===== src/rtl/dma4_pkg.sv =====
// Shared types for the four-channel DMA controller.
// Assumes: the cycle type is a two-bit field; code 2'b11 behaves as verify.
package dma4_pkg;

    localparam int NCH_DEF = 4;
    localparam int AW_DEF  = 16;
    localparam int CW_DEF  = 14;

    typedef enum logic [1:0] {
        XF_VERIFY = 2'b00,
        XF_WRITE  = 2'b01,
        XF_READ   = 2'b10,
        XF_SPARE  = 2'b11
    } xfer_t;

    typedef enum logic [2:0] {
        ST_IDLE = 3'd0,
        ST_HOLD = 3'd1,
        ST_S1   = 3'd2,
        ST_S2   = 3'd3,
        ST_S3   = 3'd4,
        ST_S4   = 3'd5
    } seq_state_t;

endpackage


===== src/rtl/dma4_regs.sv =====
// Per-channel register file: address, count, cycle type and enable.
// Channel n is selected by cfg_addr[CAW+1:2]; cfg_addr[1:0] picks the register.
// Writes are dropped while lock (hold acknowledge) is high. The update pulse
// from the sequencer steps address and count, and clears enable on the last count.
// Assumes: AW >= CW + 2, so the type field fits in the top two data bits.
module dma4_regs #(
    parameter int NCH = dma4_pkg::NCH_DEF,
    parameter int AW  = dma4_pkg::AW_DEF,
    parameter int CW  = dma4_pkg::CW_DEF,
    localparam int CAW = $clog2(NCH)
) (
    input  logic                     clk,
    input  logic                     rst_n,
    input  logic                     cfg_we,
    input  logic [CAW+1:0]           cfg_addr,
    input  logic [AW-1:0]            cfg_wdata,
    input  logic                     lock,
    input  logic                     upd,
    input  logic [CAW-1:0]           upd_ch,
    output logic [NCH-1:0][AW-1:0]   ch_addr,
    output logic [NCH-1:0][1:0]      ch_typ,
    output logic [NCH-1:0]           ch_last,
    output logic [NCH-1:0]           ch_live
);

    logic [CAW-1:0]          wr_ch;
    logic [1:0]              wr_sel;
    logic [NCH-1:0][CW-1:0]  ch_cnt;
    logic [NCH-1:0]          ch_en;

    // Split the configuration address into channel and register code.
    always_comb begin
        wr_ch  = cfg_addr[CAW+1:2];
        wr_sel = cfg_addr[1:0];
    end

    for (genvar g = 0; g < NCH; g++) begin : g_ch
        // Hold one channel's state; the sequencer update wins over a write.
        always_ff @(posedge clk) begin
            if (!rst_n) begin
                ch_addr[g] <= '0;
                ch_cnt[g]  <= '0;
                ch_typ[g]  <= 2'b00;
                ch_en[g]   <= 1'b0;
            end else if (upd && upd_ch == CAW'(g)) begin
                ch_addr[g] <= ch_addr[g] + AW'(1);
                ch_cnt[g]  <= ch_cnt[g] - CW'(1);
                if (ch_cnt[g] == CW'(1)) begin
                    ch_en[g] <= 1'b0;
                end
            end else if (cfg_we && !lock && wr_ch == CAW'(g)) begin
                case (wr_sel)
                    2'd0: ch_addr[g] <= cfg_wdata;
                    2'd1: begin
                        ch_cnt[g] <= cfg_wdata[CW-1:0];
                        ch_typ[g] <= cfg_wdata[AW-1:AW-2];
                    end
                    2'd2: ch_en[g] <= cfg_wdata[0];
                    default: ;
                endcase
            end
        end

        // Flag eligibility and the final count for the sequencer.
        always_comb begin
            ch_live[g] = ch_en[g] && (ch_cnt[g] != '0);
            ch_last[g] = (ch_cnt[g] == CW'(1));
        end

        AST_ADDR_STEP: assert property (@(posedge clk) disable iff (!rst_n)
            (upd && upd_ch == CAW'(g)) |=> ch_addr[g] == AW'($past(ch_addr[g]) + AW'(1)));
        AST_TC_DISABLE: assert property (@(posedge clk) disable iff (!rst_n)
            (upd && upd_ch == CAW'(g) && ch_cnt[g] == CW'(1)) |=> (!ch_en[g] && ch_cnt[g] == '0));
        AST_LOCKED_WRITE: assert property (@(posedge clk) disable iff (!rst_n)
            (lock && !(upd && upd_ch == CAW'(g))) |=> ($stable(ch_addr[g]) && $stable(ch_cnt[g])
                && $stable(ch_typ[g]) && $stable(ch_en[g])));
    end

    // Unused-width guard: the type field must sit above the count.
    initial begin
        AST_FIELD_FIT: assert (AW >= CW + 2);
    end

endmodule


===== src/rtl/dma4_arb.sv =====
// Fixed-priority arbiter: the lowest-numbered active request wins.
// Assumes: the caller samples the result only at a decision point.
module dma4_arb #(
    parameter int NCH = dma4_pkg::NCH_DEF,
    localparam int CAW = $clog2(NCH)
) (
    input  logic [NCH-1:0] req,
    output logic [CAW-1:0] win_idx,
    output logic           win_any
);

    logic [NCH-1:0] below;

    // Scan from the lowest priority upward so channel 0 overrides all others.
    always_comb begin
        win_idx = '0;
        win_any = 1'b0;
        for (int i = NCH - 1; i >= 0; i--) begin
            if (req[i]) begin
                win_idx = CAW'(i);
                win_any = 1'b1;
            end
        end
    end

    // Check that the winner is requesting and nobody above it is.
    always_comb begin
        below = (NCH'(1) << win_idx) - NCH'(1);
        if (win_any) begin
            AST_FIXED_PRIO: assert (req[win_idx] && (req & below) == '0);
        end
    end

endmodule


===== src/rtl/dma4_seq.sv =====
// Transfer sequencer: hold handshake, four-state transfer timing, strobes,
// acknowledge and terminal count. It picks a channel in the hold state or at
// the last state of a transfer; the channel finishing its count is masked out
// of that pick. Assumes hlda stays high once granted until hrq drops.
module dma4_seq #(
    parameter int NCH = dma4_pkg::NCH_DEF,
    parameter int AW  = dma4_pkg::AW_DEF,
    localparam int CAW = $clog2(NCH)
) (
    input  logic                    clk,
    input  logic                    rst_n,
    input  logic                    hlda,
    input  logic [NCH-1:0]          drq,
    input  logic [NCH-1:0]          ch_live,
    input  logic [NCH-1:0]          ch_last,
    input  logic [NCH-1:0][AW-1:0]  ch_addr,
    input  logic [NCH-1:0][1:0]     ch_typ,
    input  logic                    arb_any,
    input  logic [CAW-1:0]          arb_idx,
    output logic [NCH-1:0]          arb_req,
    output logic                    hrq,
    output logic [NCH-1:0]          dack_n,
    output logic [AW-1:0]           mem_addr,
    output logic                    mem_rd_n,
    output logic                    mem_wr_n,
    output logic                    io_rd_n,
    output logic                    io_wr_n,
    output logic                    tc,
    output logic                    upd,
    output logic [CAW-1:0]          upd_ch
);
    import dma4_pkg::*;

    seq_state_t     state;
    logic [CAW-1:0] cur;
    logic           busy;
    logic           strobe;
    logic           ending;
    xfer_t          typ;

    // Offer eligible requests to the arbiter, minus a channel on its last count.
    always_comb begin
        ending  = (state == ST_S4) && ch_last[cur];
        arb_req = drq & ch_live & ~(ending ? (NCH'(1) << cur) : '0);
    end

    // Step through idle, hold wait and the four transfer states.
    always_ff @(posedge clk) begin
        if (!rst_n) begin
            state <= ST_IDLE;
            cur   <= '0;
        end else begin
            case (state)
                ST_IDLE: if (arb_any) state <= ST_HOLD;
                ST_HOLD: begin
                    if (!arb_any) begin
                        state <= ST_IDLE;
                    end else if (hlda) begin
                        state <= ST_S1;
                        cur   <= arb_idx;
                    end
                end
                ST_S1: state <= ST_S2;
                ST_S2: state <= ST_S3;
                ST_S3: state <= ST_S4;
                ST_S4: begin
                    if (!arb_any) begin
                        state <= ST_IDLE;
                    end else if (hlda) begin
                        state <= ST_S1;
                        cur   <= arb_idx;
                    end else begin
                        state <= ST_HOLD;
                    end
                end
                default: state <= ST_IDLE;
            endcase
        end
    end

    // Drive bus outputs from the state and the channel being served.
    always_comb begin
        busy     = (state == ST_S1) || (state == ST_S2) || (state == ST_S3) || (state == ST_S4);
        strobe   = (state == ST_S2) || (state == ST_S3);
        typ      = xfer_t'(ch_typ[cur]);
        hrq      = (state != ST_IDLE);
        dack_n   = busy ? ~(NCH'(1) << cur) : '1;
        mem_addr = busy ? ch_addr[cur] : '0;
        mem_rd_n = !(strobe && typ == XF_READ);
        io_wr_n  = !(strobe && typ == XF_READ);
        io_rd_n  = !(strobe && typ == XF_WRITE);
        mem_wr_n = !(strobe && typ == XF_WRITE);
        tc       = ending;
        upd      = (state == ST_S4);
        upd_ch   = cur;
    end

    AST_ONE_DACK: assert property (@(posedge clk) disable iff (!rst_n)
        $onehot0(~dack_n));
    AST_WAIT_GRANT: assert property (@(posedge clk) disable iff (!rst_n)
        (state == ST_HOLD && !hlda) |=> (dack_n == '1 && mem_addr == '0));
    AST_STROBE_NEEDS_DACK: assert property (@(posedge clk) disable iff (!rst_n)
        (!mem_rd_n || !mem_wr_n || !io_rd_n || !io_wr_n) |-> (dack_n != '1));
    AST_STROBE_PAIR: assert property (@(posedge clk) disable iff (!rst_n)
        (mem_rd_n == io_wr_n) && (mem_wr_n == io_rd_n) && (mem_rd_n || mem_wr_n));
    AST_TC_QUIET: assert property (@(posedge clk) disable iff (!rst_n)
        tc |-> (dack_n != '1 && mem_rd_n && mem_wr_n && io_rd_n && io_wr_n));
    AST_HRQ_RELEASE: assert property (@(posedge clk) disable iff (!rst_n)
        (state == ST_S4 && !arb_any) |=> !hrq);

endmodule


===== src/rtl/dma4_ctrl.sv =====
// Top of the four-channel DMA controller: register file, fixed-priority
// arbiter and transfer sequencer. Configuration writes are locked out while
// the bus is granted. Assumes a single clock and synchronous active-low reset.
module dma4_ctrl (
    input  logic        clk,
    input  logic        rst_n,
    input  logic        cfg_we,
    input  logic [3:0]  cfg_addr,
    input  logic [15:0] cfg_wdata,
    input  logic [3:0]  drq,
    input  logic        hlda,
    output logic        hrq,
    output logic [3:0]  dack_n,
    output logic [15:0] mem_addr,
    output logic        mem_rd_n,
    output logic        mem_wr_n,
    output logic        io_rd_n,
    output logic        io_wr_n,
    output logic        tc
);
    localparam int NCH = dma4_pkg::NCH_DEF;
    localparam int AW  = dma4_pkg::AW_DEF;
    localparam int CW  = dma4_pkg::CW_DEF;
    localparam int CAW = $clog2(NCH);

    logic [NCH-1:0][AW-1:0] ch_addr;
    logic [NCH-1:0][1:0]    ch_typ;
    logic [NCH-1:0]         ch_last;
    logic [NCH-1:0]         ch_live;
    logic [NCH-1:0]         arb_req;
    logic [CAW-1:0]         arb_idx;
    logic                   arb_any;
    logic                   upd;
    logic [CAW-1:0]         upd_ch;

    dma4_regs #(.NCH(NCH), .AW(AW), .CW(CW)) u_regs (
        .clk       (clk),
        .rst_n     (rst_n),
        .cfg_we    (cfg_we),
        .cfg_addr  (cfg_addr),
        .cfg_wdata (cfg_wdata),
        .lock      (hlda),
        .upd       (upd),
        .upd_ch    (upd_ch),
        .ch_addr   (ch_addr),
        .ch_typ    (ch_typ),
        .ch_last   (ch_last),
        .ch_live   (ch_live)
    );

    dma4_arb #(.NCH(NCH)) u_arb (
        .req     (arb_req),
        .win_idx (arb_idx),
        .win_any (arb_any)
    );

    dma4_seq #(.NCH(NCH), .AW(AW)) u_seq (
        .clk      (clk),
        .rst_n    (rst_n),
        .hlda     (hlda),
        .drq      (drq),
        .ch_live  (ch_live),
        .ch_last  (ch_last),
        .ch_addr  (ch_addr),
        .ch_typ   (ch_typ),
        .arb_any  (arb_any),
        .arb_idx  (arb_idx),
        .arb_req  (arb_req),
        .hrq      (hrq),
        .dack_n   (dack_n),
        .mem_addr (mem_addr),
        .mem_rd_n (mem_rd_n),
        .mem_wr_n (mem_wr_n),
        .io_rd_n  (io_rd_n),
        .io_wr_n  (io_wr_n),
        .tc       (tc),
        .upd      (upd),
        .upd_ch   (upd_ch)
    );

endmodule


===== config.mk =====
export PLATFORM = sky130hd
export DESIGN_NAME = dma4_ctrl
export DESIGN_NICKNAME = d
export VERILOG_FILES = /design/src/rtl/dma4_pkg.sv /design/src/rtl/dma4_regs.sv /design/src/rtl/dma4_arb.sv /design/src/rtl/dma4_seq.sv /design/src/rtl/dma4_ctrl.sv
export SDC_FILE = /design/constraint.sdc
export NUM_CORES = 1
export LEC_CHECK = 0
export BUFFER_PORTS_ARGS = -buffer_cell sky130_fd_sc_hd__clkbuf_2
export CORE_MARGIN = 10
export CORE_UTILIZATION = 36
export DETAILED_ROUTE_END_ITERATION = 12
export GPL_TIMING_DRIVEN = 0
export HOLD_SLACK_MARGIN = 0.06
export PLACE_DENSITY = 0.61
export REMOVE_ABC_BUFFERS = 1
export SLEW_MARGIN = 10
export SYNTH_ARGS = -nofsm -noshare
export SYNTH_HDL_FRONTEND = slang
export SYNTH_SLANG_ARGS = --single-unit

===== constraint.sdc =====
create_clock -name clk -period 3.05 [get_ports clk]
set_input_delay 0.61 -clock clk [delete_from_list [all_inputs] [get_ports clk]]
set_output_delay 0.61 -clock clk [all_outputs]
set_load 0.05 [all_outputs]

==> results of run 1 <==
==> synthesized netlist by cell type, types with 22 or more instances <==
cell type and n:
dfxtp_1 137, a21oi_1 81, inv_1 22, and3_1 23
nor3_1 43, o21ai_0 78, nand2_1 115, and2_1 23
a211oi_1 39, clkbuf_1 57, nand3_1 48, nor2_1 112
==> what timing repair did <==
action                                  4_1_cts  5_1_grt
hold buffers                                  0        0
pin swaps                                     6        3
gates cloned                                  0        0
gates resized for setup                      21       18
endpoints found under the setup margin       93       41
setup buffers                                 5        0
==> path summary, 6_finish.rpt <==
kind | slack, ps | endpoint | start | cells past startpoint
setup reg to reg | 210 | u_seq.upd_ch[0]$_SDFFE_PN0P_ | u_regs.ch_cnt[14]$_SDFFE_PN0P_ | 9
hold / removal | 460 | u_regs.ch_typ[2]$_SDFFE_PN0P_ | u_regs.ch_typ[2]$_SDFFE_PN0P_ | 2
setup / recovery | 4 | tc | u_regs.ch_cnt[15]$_SDFFE_PN0P_ | 7
hold reg to reg | 460 | u_regs.ch_typ[2]$_SDFFE_PN0P_ | u_regs.ch_typ[2]$_SDFFE_PN0P_ | 2
==> layer usage <==
layer | GRT usage [%] | up-vias
met5 | 0 | -
met4 | 8.43 | 0
met3 | 3.89 | 51
met2 | 29.6 | 274
met1 | 24.1 | 3940
li1 | - | 3983
==> worst reg2reg max path, stage by stage (launching register included) <==
cell and delay (ps):
dfxtp_4 350, buf_4 150, inv_1 70, ha_1 150, or4b_2 570, nor4_1 430, o22ai_1 140, a221o_1 400
o31ai_4 300, mux2i_1 200
==> cell usage in the layout, fill, tap and decap left out, types with 4 or more instances in the layout <==
cell type / n
nand2_1: 114
clkbuf_2: 52
o21a_1: 4
mux2i_1: 5
clkinv_2: 6
o22ai_1: 4
clkbuf_8: 4
a211oi_1: 38
a21oi_1: 81
nor3_1: 42
or3_1: 14
nand3_1: 47
dfxtp_1: 131
or4_1: 7
mux4_2: 18
buf_4: 6
a31oi_1: 21
o311ai_0: 7
a221oi_1: 11
or4_4: 7
nor2_1: 107
ha_1: 14
o221ai_1: 7
and3_1: 23
nand4_1: 18
inv_1: 19
a32oi_1: 7
o21ai_0: 78
mux2_2: 4
o211ai_1: 14
nor4_1: 19
a311oi_1: 8
dfxtp_2: 4
clkbuf_16: 17
nor2b_1: 5
a2111oi_0: 5
and2_1: 23
a22oi_1: 5
==> stage by stage <==
step	hold slack, ps	power, W
finish	463	0.00421
global route	495	0.00432
floorplan	427	0.00195
CTS	463	0.00421
detailed placement	455	0.00209
global placement	451	0.00208
==> power by group <==
part           internal (W)  switching [W]
combinational     0.0000677       0.000166
clock               0.00134       0.000809
sequential          0.00180      0.0000206
==> logic make-up after synthesis <==
kind of cell               Yosys count  synth area share [%]
AOI/OAI and AO/OA                  312                  24.6
xor gates and xnor gates             2                 0.214
adders and majority gates           15                  2.29
buffers and inverters               92                  5.18
DFF                                137                  33.5
muxes                               27                  6.11
and+or+nand+nor                    461                  28.1
==> final cells by class <==
class	instances	area, um^2
Fill cell	2228	13200
Multi-Input combinational cell	817	5180
Sequential cell	137	2760
Clock buffer	23	478
Timing Repair Buffer	61	367
Tap cell	285	357
Clock inverter	9	120
Inverter	22	85.1
Antenna cell	2	5.00
==> sequential cells by signal, indices dropped and copies added (netlist names) <==
name	cells
u_seq.state	3
u_regs.ch_en	4
u_regs.ch_cnt	56
u_seq.upd_ch	2
u_regs.ch_addr	64
u_regs.ch_typ	8
==> results.ini, run 1 <==
[clock_network]
cts-root-buf = clkbuf_16
cts_tree = built
insertion_delay_ps = 430
numCtsBuffers = 17
clock_path_buffers = 2
htreeDepth = 4
clk_pin_slew_ps = 60
cts.sinks = 137

[synthesis]
synth_top_area_share_pct = 33.5
synthArstFlopShare_pct = 0
synth_top_area_cell = dfxtp_1
synth_area_leaders = dfxtp_1 (33%), nand2_1 (5.3%), nor2_1 (5.1%)
synth_area_um2 = 8190
synth_area_per_cell_um2 = 7.83
synth_cell_type_count = 73
seq_area_frac_synth_pct = 33.5
synth-seq-cells = 137
ys.flop_type = dfxtp_1
synth_edf_count = 0
syn-instance-count = 1046
ys_warn_count = 0

[setup_path]
worst-setup-path-type = reg -> out
startpoint_type = register
worstPathArrival_ps = 2440
critPathCaptureType = output port
path_max_fanout = 2
required_ps = 2440
slowest_stage = or4_4
cp.buffers_inverters = 2
crit_family = simple AND/OR/NAND/NOR gates
max_stage_delay_ps = 570
path_cells = inv_2 > ha_4 > or2b_2 > or4_4 > o2bb2ai_4 > nor4_4 > clkbuf_8

[die]
die_h_um = 171
start_util_pct = 36.4
die_area_um2 = 29200
die_w_um = 171
fp-row-count = 55
core_area_um2 = 22500
ios = 54

[place]
gp_congestion = 0.898
placed_cells = 1317
port_buffers = 53
place_area_um2 = 8540
dpl.hpwl_mm = 18.6
dp_slack_ps = -788

[routing]
final_antenna_net_count = 0
vias = 8248
firstDrtPassIters = 6
wire_per_inst_um = 20.3
wl_met3_mm = 1.81
top_layer = met4
wl_mm = 27.5
wl_met2_mm = 12.7
drc = 0
vias_per_cell = 6.08
drt-met1-wl_mm = 12.0
drt_iter0_markers = 868

[finish]
area_delta_synth_final_pct = 14.1
stdcell_count = 1356
nets = 1099
post-route-util_pct = 41.5
postLayoutCellArea_um2 = 9350
layout-drive-gt1-share_pct = 14.9

[timing]
worstMarginPinSlew_ps = 1170
fin_skew_ps = 6.55
max_slew_margin_pct = 22.3
post-route-min-period_ps = 3050
slew_violations = 0
fin_crit_sh_pct = 99.9
rsz0062_at_grt = true
setup_violations = 0
timing.final.ws_setup_ps = 4.43
timing.fmax_mhz = 328
fin_setup_tns_ps = 0
hold_violations = 0

[global_route]
grt_pass1_wl_mm = 42.7
grt_max_degree = 63
antenna_found_initial = 2
overflow = 0
grt.total_usage_pct = 18.7
grt_pass1_vias = 7530

[power_and_ir_drop]
p_per_area_nw_per_um2 = 450
irDropWorstVdd_mv = 0.383
p_leak_nw = 3.18

[status]
run_status = finished clean

[worst_hold_path]
hp-class = reg -> reg

[job]
timing.max_cap.violations = 0

No activity file was read; power rests on OpenSTA's default activity.
==> inputs of run 2 (changes only) <==
--- a/constraint.sdc
+++ b/constraint.sdc
@@ -3,2 +3,2 @@
 set_output_delay 0.61 -clock clk [all_outputs]
-set_load 0.05 [all_outputs]
+set_load 0.02 [all_outputs]
==> results.ini, run 2 (synthesis gave the netlist of run 1 again) <==
[finish]
reg.largest.list = u_regs.ch_addr x64, u_regs.ch_cnt x56, u_regs.ch_typ x8
nets = 1099
final_common_cell = dfxtp_1
final_cell_mix = dfxtp_1 (132), nand2_1 (114), nor2_1 (108), a21oi_1 (81), o21ai_0 (78)
area_delta_synth_final_pct = 13.7
regMostFlops = u_regs.ch_addr
largest_reg_flops = 64
layout-drive-gt1-share_pct = 14.4
fillers = 2235

[die]
ios = 54
die_h_um = 171
die_w_um = 171
core_area_um2 = 22500
start_util_pct = 36.4
die_area_um2 = 29200
fp-row-count = 55

[timing]
worstMarginPinSlew_ps = 1140
holdWs_ps = 463
slew_violations = 0
hold_violations = 0
fin_setup_tns_ps = 0
post-route-min-period_ps = 2990
fin_crit_sh_pct = 98.1
max_slew_margin_pct = 23.9
setup_violations = 0
rsz0062_at_grt = true
fin_skew_ps = 5.64
timing.fmax_mhz = 334

[place]
port_buffers = 53
dpl.hpwl_mm = 18.6
gp_congestion = 0.898

[setup_path]
reg2reg_from = u_seq.state[2]$_SDFFE_PN0P_
reg2reg_depth = 6
rrSetupSlack_ps = 180
worst-setup-path-type = reg -> out
critPathCaptureType = output port
startpoint = u_regs.ch_cnt[8]$_SDFFE_PN0P_
worstPathArrival_ps = 2380
required_ps = 2440
critPathCapture = tc
path_max_fanout = 6
startpoint_type = register
reg2reg_to = u_regs.ch_cnt[51]$_SDFFE_PN0P_

[routing]
firstDrtPassIters = 6
vias_per_cell = 6.10
final_antenna_net_count = 0
vias = 8273
drc = 0
wire_per_inst_um = 20.2
wl_mm = 27.4
drt_iter0_markers = 664

[clock_network]
cts.sinks = 137
clk_pin_slew_ps = 60
htreeDepth = 4
clock_path_buffers = 2
cts-root-buf = clkbuf_16
numCtsBuffers = 17
cts_tree = built
insertion_delay_ps = 430

[power_and_ir_drop]
irDropWorstVdd_mv = 0.385
power_frac_seq_pct = 43.4
p_switching_w = 0.000991
swShare_pct = 23.6
p_comb_share_pct = 5.5
internal-power_w = 0.00321
p_per_area_nw_per_um2 = 452
clock_power_share_pct = 51.1
p_leak_nw = 3.18

[global_route]
antenna_found_initial = 2
grt.total_usage_pct = 18.7
grt_pass1_wl_mm = 42.7
overflow = 0
grt_max_degree = 63
grt_pass1_vias = 7572

[status]
run_status = finished clean

[worst_hold_path]
hp-class = reg -> reg
worst_hold_path.num_cells = 2

[job]
timing.max_cap.violations = 0

[run 2: per-layer routing]
| layer | share of wire (%) | track usage (%) | up-vias | wire length (um) |
|---|---|---|---|---|
| met2 | 46 | 29.7 | 301 | 12600 |
| met3 | 6.9 | 3.89 | 55 | 1890 |
| met5 | 0 | 0 | - | 0 |
| li1 | - | - | 3988 | - |
| met1 | 43 | 23.9 | 3929 | 11900 |
| met4 | 3.8 | 8.58 | 0 | 1040 |
[run 2: power groups by stage]
stage,clock network (W),registers (W),logic (W)
3_3_place_gp,0,0.00186,0.000215
4_1_cts,0.00216,0.00182,0.000227
3_5_place_dp,0,0.00186,0.000222
5_1_grt,0.00225,0.00183,0.000247
6_report,0.00215,0.00182,0.000231
2_1_floorplan,0,0.00186,0.0000975
[run 2: worst max-delay path: stages (launching register included)]
cell	delay, ps
dfxtp_1	360
or4_4	600
nor4b_4	350
a211oi_2	150
nor4_4	310
buf_4	200
[run 2: what timing repair did]
item / 4_1_cts / 5_1_grt
setup endpoints to repair: 73 / 39
pin swaps: 6 / 2
setup buffers: 5 / 0
hold buffers: 0 / 0
hold endpoints to repair: 0 / 0
gates resized for setup: 21 / 11
[run 2: worst min path at each step]
stage	to	slack, ps	start
2_1_floorplan	u_regs.ch_cnt[19]$_SDFFE_PN0P_	430	u_regs.ch_cnt[19]$_SDFFE_PN0P_
3_3_place_gp	u_regs.ch_typ[2]$_SDFFE_PN0P_	450	u_regs.ch_typ[2]$_SDFFE_PN0P_
3_5_place_dp	u_regs.ch_typ[2]$_SDFFE_PN0P_	450	u_regs.ch_typ[2]$_SDFFE_PN0P_
4_1_cts	u_regs.ch_typ[2]$_SDFFE_PN0P_	460	u_regs.ch_typ[2]$_SDFFE_PN0P_
5_1_grt	u_regs.ch_typ[3]$_SDFFE_PN0P_	500	u_regs.ch_typ[3]$_SDFFE_PN0P_
6_report	u_regs.ch_typ[2]$_SDFFE_PN0P_	460	u_regs.ch_typ[2]$_SDFFE_PN0P_
[run 2: area by class of cell]
class                   instances  area [um^2]  share of cell area, %
multi-input cells             817         5150                   55.3
flip-flops and latches        137         2750                   29.6
clock buffers                  23          478                   5.13
repair buffers                 61          360                   3.87
well taps                     285          357                   3.83
clock inverters                 9          120                   1.29
inverters                      22         85.1                  0.914
diodes                          2         5.00                 0.0537
[run 2: stage by stage]
step	util, %	instances	cell area (um^2)	power, W	setup slack [ps]
2_1_floorplan	-	976	7850	0.00195	-370
3_3_place_gp	37.6	1314	8470	0.00208	-1340
3_5_place_dp	37.9	1317	8540	0.00209	-788
4_1_cts	41.1	1354	9260	0.00421	-107
5_1_grt	41.4	1354	9310	0.00432	-34.9
6_report	41.4	1356	9310	0.00420	56.7
